[config.mk]
export PLATFORM = sky130hd
export DESIGN_NAME = bitperm_unit
export DESIGN_NICKNAME = d
export VERILOG_FILES = /design/src/rtl/bitperm_pkg.sv /design/src/rtl/bitperm_premask.sv /design/src/rtl/bitperm_stage.sv /design/src/rtl/bitperm_unit.sv
export SDC_FILE = /design/constraint.sdc
export NUM_CORES = 2
export LEC_CHECK = 0
export BUFFER_PORTS_ARGS = -buffer_cell sky130_fd_sc_hd__buf_2
export CAP_MARGIN = 25
export CELL_PAD_IN_SITES_DETAIL_PLACEMENT = 1
export CELL_PAD_IN_SITES_GLOBAL_PLACEMENT = 1
export CORE_MARGIN = 3
export CORE_UTILIZATION = 35
export DETAILED_ROUTE_END_ITERATION = 6
export PLACE_DENSITY_LB_ADDON = 0.1
export SETUP_SLACK_MARGIN = 0.05
export SLEW_MARGIN = 20
export SYNTH_ARGS = -nofsm -noshare
export SYNTH_HDL_FRONTEND = slang
export SYNTH_SLANG_ARGS = --single-unit
[constraint.sdc]
create_clock -name clk_i -period 0.96 [get_ports clk_i]
set_clock_uncertainty 0.05 [all_clocks]
set_input_delay 0.048 -clock clk_i [delete_from_list [all_inputs] [get_ports clk_i]]
set_output_delay 0.048 -clock clk_i [all_outputs]
set_load 0.02 [all_outputs]
[src/rtl/bitperm_pkg.sv]
package bitperm_pkg;
  typedef enum logic {
    OP_EXTRACT = 1'b0,
    OP_DEPOSIT = 1'b1
  } bp_op_e;
endpackage

[src/rtl/bitperm_premask.sv]
module bitperm_premask #(
  parameter int W  = 64,
  localparam int CW = $clog2(W) + 1
) (
  input  logic [W-1:0] data_i,
  input  logic [W-1:0] mask_i,
  output logic [W-1:0] ext_o,
  output logic [W-1:0] dep_o
);
  logic [CW-1:0] pop;
  logic [W-1:0]  low_keep;

  always_comb begin
    pop = '0;
    for (int j = 0; j < W; j++) pop = pop + {{(CW-1){1'b0}}, mask_i[j]};
  end

  // thermometer of the population count: covers pop == W without wrap
  for (genvar j = 0; j < W; j++) begin : g_keep
    assign low_keep[j] = (CW'(j) < pop);
  end

  assign ext_o = data_i & mask_i;
  assign dep_o = data_i & low_keep;
endmodule

[src/rtl/bitperm_stage.sv]
module bitperm_stage #(
  parameter int W       = 64,
  parameter int SH      = 1,
  parameter bit DEPOSIT = 1'b0
) (
  input  logic [W-1:0] data_i,
  input  logic [W-1:0] sel_i,
  output logic [W-1:0] data_o
);
  if (DEPOSIT) begin : g_dep
    logic [W-1:0] sel_src;
    // slice marks destinations; move it back to the source positions
    assign sel_src = sel_i >> SH;
    // moved and stationary sets are disjoint, so add equals or
    assign data_o  = (data_i & ~sel_src) + ((data_i & sel_src) << SH);
  end else begin : g_ext
    assign data_o  = (data_i & ~sel_i) | ((data_i & sel_i) >> SH);
  end
endmodule

[src/rtl/bitperm_unit.sv]
module bitperm_unit
  import bitperm_pkg::*;
#(
  parameter int W   = 64,
  localparam int NS = $clog2(W)
) (
  input  logic          clk_i,
  input  logic          rst_ni,
  input  logic          req_valid_i,
  input  logic          req_op_i,
  input  logic [W-1:0]  req_data_i,
  input  logic [W-1:0]  req_mask_i,
  input  logic [NS*W-1:0] req_dist_i,
  output logic          res_valid_o,
  output logic [W-1:0]  res_data_o
);
  logic [W-1:0] ext_c [NS+1];
  logic [W-1:0] dep_c [NS+1];
  logic [W-1:0] res_d;
  logic [W-1:0] res_q;
  logic         vld_q;
  bp_op_e       op;

  assign op = bp_op_e'(req_op_i);

  bitperm_premask #(.W(W)) i_premask (
    .data_i (req_data_i),
    .mask_i (req_mask_i),
    .ext_o  (ext_c[0]),
    .dep_o  (dep_c[0])
  );

  for (genvar k = 0; k < NS; k++) begin : g_chain
    localparam int DI = NS - 1 - k;
    bitperm_stage #(.W(W), .SH(1 << k), .DEPOSIT(1'b0)) i_ext (
      .data_i (ext_c[k]),
      .sel_i  (req_dist_i[k*W +: W]),
      .data_o (ext_c[k+1])
    );
    bitperm_stage #(.W(W), .SH(1 << DI), .DEPOSIT(1'b1)) i_dep (
      .data_i (dep_c[k]),
      .sel_i  (req_dist_i[DI*W +: W]),
      .data_o (dep_c[k+1])
    );
  end

  assign res_d = (op == OP_DEPOSIT) ? dep_c[NS] : ext_c[NS];

  always_ff @(posedge clk_i or negedge rst_ni) begin
    if (!rst_ni) begin
      vld_q <= 1'b0;
      res_q <= '0;
    end else begin
      vld_q <= req_valid_i;
      if (req_valid_i) res_q <= res_d;
    end
  end

  assign res_valid_o = vld_q;
  assign res_data_o  = res_q;

  p_valid_lat_r7: assert property (@(posedge clk_i) disable iff (!rst_ni)
    req_valid_i |=> res_valid_o);
  p_valid_idle_r7: assert property (@(posedge clk_i) disable iff (!rst_ni)
    !req_valid_i |=> (!res_valid_o && $stable(res_data_o)));
  p_ext_high_zero_r1: assert property (@(posedge clk_i) disable iff (!rst_ni)
    (req_valid_i && !req_op_i) |=>
      ((res_data_o >> $countones($past(req_mask_i))) == '0));
  p_ext_pop_r1: assert property (@(posedge clk_i) disable iff (!rst_ni)
    (req_valid_i && !req_op_i) |=>
      ($countones(res_data_o) == $countones($past(req_data_i & req_mask_i))));
  p_dep_in_mask_r2: assert property (@(posedge clk_i) disable iff (!rst_ni)
    (req_valid_i && req_op_i) |=> ((res_data_o & ~$past(req_mask_i)) == '0));
  p_full_mask_r5: assert property (@(posedge clk_i) disable iff (!rst_ni)
    (req_valid_i && (&req_mask_i)) |=> (res_data_o == $past(req_data_i)));
  p_zero_mask_r6: assert property (@(posedge clk_i) disable iff (!rst_ni)
    (req_valid_i && (req_mask_i == '0)) |=> (res_data_o == '0));
endmodule

==> results of run 1 <==
==> per-stage QoR <==
step | instance area, sq um | std cells | worst slack (ps)
after CTS | 52000 | 7985 | -16430
after floorplan | 28800 | 4231 | -14740
after detailed placement | 48400 | 7858 | -17850
after global placement | 48400 | 7858 | -17000
==> cell usage after synthesis, types with 68 or more instances <==
master    number
a21o_1       202
a21oi_1      397
a31oi_1       86
and2_1       228
clkbuf_1      68
ha_1         332
inv_1        465
nand2_1      249
nor2_1       526
nor2b_1      112
nor3_1        85
o21ai_0      225
o22ai_1       86
xnor2_1      188
xor2_1       107
==> routing by layer <==
| metal | GRT overflow | GRT usage [%] |
|---|---|---|
| met2 | 19 | 93.8 |
| met4 | 17 | 83.0 |
| met3 | 0 | 57.3 |
| met5 | 0 | 30.2 |
| met1 | 0 | 72.1 |
==> what timing repair did <==
action	in CTS
hold endpoints to repair	66
hold buffers	2
setup endpoints to repair	129
buffers inserted	133
pin swaps	258
gates resized for setup	530
gates cloned	0
==> kinds of logic after synthesis <==
logic type	share of synthesized area [%]
AO/OA/AOI/OAI	32.4
buffers and inverters	7.13
flip-flops	5.74
multiplexers	0.420
XOR/XNOR	9.26
adder cells (fa/ha/maj)	18.9
AND/OR/NAND/NOR	26.1
==> run summary, run 1 <==
Die Wd: 290 microns
Synthesized instance count: 4,231
Initial core utilization: 35.6%
Clock Tree Root: clkbuf_16
Yosys reg bits: 65
Num CTS Buffers: 9
Netlist cell types: 80
Vert. Die Dim: 290 microns
Cell taking the most area after synthesis: ha_1
CTS sink cnt: 65
DPL Wire Length: 212,000 microns
Post-synth EDFFs: 0
Total gr overflow: 36
Port-buffer cells: 580
Largest net degree at the start of global routing: 50
Max Root-Sink Buffers: 2
First-pass GRT wire length: 467,000 microns
Synth area leaders: ha_1, a21oi_1, nor2_1
Number of core rows: 103
Syn_nets: 5,139
GRT Util Overall: 75.3%
GPL Wtd Cong: 1.10
CTS H-tree depth: 3
Register area share after synthesis: 5.74%
IO Pins: 581
Yosys warns: 0
Syn Area/Cell: 6.69 sq um
Top-area cell type share of the netlist area: 14.7%
Last stage reached: 5_1_grt
Primary FF master, synth: dfrtp_1
Outcome: did not finish
Synth Cell Area: 28,300 sq um
Tool error: [ERROR GRT-0116] Global routing finished with congestion. Check the congestion regions in the DRC Viewer.
Vias in the first global route: 64,500
Async S/R FF share, synth: 100%
==> run 2, diff against run 1 <==
CELL_PAD_IN_SITES_DETAIL_PLACEMENT = not set   (was 1)
CELL_PAD_IN_SITES_GLOBAL_PLACEMENT = not set   (was 1)
CORE_UTILIZATION = 20   (was 35)
PLACE_DENSITY_LB_ADDON = 0.15   (was 0.1)
SETUP_SLACK_MARGIN = not set   (was 0.05)
==> run 2 against run 1 <==
  * The flow now finishes, with violations (negative setup slack)
  * Synthesized area unchanged
  * Synthesized cell count unchanged
==> run summary, run 2 <==
Synth cell count leaders: nor2_1, inv_1, a21oi_1, ha_1, nand2_1
Total gr overflow: 0
Initial DRC Count: 4,071
Commonest cells after routing, fill and taps aside: buf_4, buf_2, nor2_1
CP max-delay cell: fa_2
Yosys reg bits: 65 (unchanged)
DRT Pass-1 Iters: 5
Layout Area Growth over Synthesis: 107%
Worst Reg-to-Reg Cells: 2
Syn_nets: 5,139 (unchanged)
Critical Path Most Common Cell: a21o_1
Worst hold path type: input pin to async pin
Die area: 146,000 sq um
Largest net degree at the start of global routing: 38
Primary FF master, synth: dfrtp_1
CP endpoint kind: flip-flop
Crit path arrival time: 17,280 ps
Initial antenna violation count: 97
Unrepaired setup endpoints after global routing: yes
CTS tree: done
Vert. Die Dim: 382 microns (+32%)
Synth Cell Area: 28,300 sq um (unchanged)
Startpoint types: input pin
Top-count cell post-synth: nor2_1
Worst-Margin Slew: 897 ps
Layout Nets: 8,030
WP buf/inv: 7
Layout filler cell count: 14,700
Commonest non-fill, non-tap cell in the layout: buf_4
Max FFs per register: 64
CP required: 1190 ps
Post-Route WL: 237,000 microns
CTS sink cnt: 65 (unchanged)
CP max stage delay: 680 ps
Post-route DRC: 0
DPL Wire Length: 213,000 microns (+0.23%)
Number of core rows: 137 (+33%)
Async S/R FF share, synth: 100% (unchanged)
DRT antenna net count: 0
GPL Wtd Cong: 1.03 (-6.7%)
Die Wd: 382 microns (+32%)
Register area share after synthesis: 5.74% (unchanged)
Finished Layout Cells: 9,059
Share of layout cells above drive strength 1: 54.5%
CTS H-tree depth: 3 (unchanged)
Setup violators final: 129
FMAX: 0.0586 GHz
Synth area leaders: ha_1, a21oi_1, nor2_1
Worst-Skew Late Latency: 350 ps
Drt via density: 4.88
IO Pins: 581 (unchanged)
Area of the core: 140,000 sq um
Critical path launch point: req_mask_i[0]
Final worst slack: -16,090 ps
Drt wl/cell: 26.2 microns
Final Util: 41.9%
Synthesized instance count: 4,231 (unchanged)
Num CTS Buffers: 9 (unchanged)
GRT Util Overall: 30.6%
Crit Path Max Fanout: 4
R2r startpoint: res_data_o[52]
Via count: 44,200
Slew Limit Fails: 0
Setup CP Type: input pin to flip-flop
Yosys warns: 0 (unchanged)
Failing checks: negative setup slack
Max Root-Sink Buffers: 2 (unchanged)
Clk slew on worst S/H paths: 70 ps
Worst relative slew slack: 40.2%
Worst path top cell family by delay: adder cells
R2R setup slack: 20 ps
Initial core utilization: 20.2% (-15 points)
Netlist cell types: 80 (unchanged)
Max Cap Violations: 0
Final Cycle Share: 1780%
Outcome: complete, but fails checks
First-pass GRT wire length: 317,000 microns
Syn Area/Cell: 6.69 sq um (unchanged)
Fin Hold WS: 47.6 ps
Fin. Hold Viols: 0
Period minus WS final: 17,050 ps
Post-synth EDFFs: 0 (unchanged)
Placed instance count: 8,789 (+12%)
Critical Path Stages: 88
Clock Tree Root: clkbuf_16
Vias in the first global route: 43,100
Cell taking the most area after synthesis: ha_1
Top-area cell type share of the netlist area: 14.7% (unchanged)
Port-buffer cells: 580 (unchanged)
run 2: cell counts after synthesis:
Identical to the previous run, type by type.
run 2: path summary, 6_finish.rpt:
kind                                       end
worst max-delay path            res_data_o[63]
worst min-delay path            res_data_o[13]
worst max register to register  res_data_o[52]
worst min register to register  res_data_o[12]
max in group asynchronous       res_data_o[57]
min in group clk_i              res_data_o[57]
run 2: timing repair:
action	4_1_cts	5_1_grt
pin swaps	335	472
endpoints found under the setup margin	129	129
hold buffers	1	0
gates resized for setup	628	724
setup buffers	133	131
endpoints found under the hold margin	65	0
run 2: kinds of logic (layout without fill, tap and decap cells):
group	after synthesis	after routing	synth area share, %
xor+xnor	297	297	9.26
flops	65	65	5.74
buf+inv	537	3433	7.13
other cells	0	56	0
fa+ha+maj	392	392	18.9
mux	11	11	0.420
compound gates	1419	1419	32.4
simple gates	1510	1510	26.1
run 2: area by class of cell:
cell class,instances,area (sq um),share of cell area (%)
multi-input cells,3629,30800,52.5
repair buffers,2950,21700,37.0
well taps,1876,2350,4.00
inverters,467,1770,3.01
flip-flops and latches,65,1630,2.78
clock buffers,12,256,0.437
diodes,56,140,0.239
clock inverters,4,51.3,0.0875
run 2: per-layer routing:
layer  track usage [%]  wire (microns)  up-vias
met5                 0             200        -
li1                  -               -    20900
met3              5.31           19800      304
met4              9.37            9210       30
met1              42.2          105000    21200
met2              48.2          103000     1772
run 2: metrics by stage:
| stage | setup slack (ps) | TNS, ps | instance area (sq um) |
|---|---|---|---|
| 4_1_cts | -16160 | -837080 | 54300 |
| 2_1_floorplan | -14740 | -729980 | 28800 |
| 3_3_place_gp | -17270 | -915410 | 50300 |
| 6_report | -16090 | -836650 | 58600 |
| 5_1_grt | -16780 | -865660 | 58500 |
| 3_5_place_dp | -17390 | -916010 | 50300 |
Power of run 2 is not shown: default switching activity piles up to over one toggle a cycle in this logic, so the estimate is an artifact.
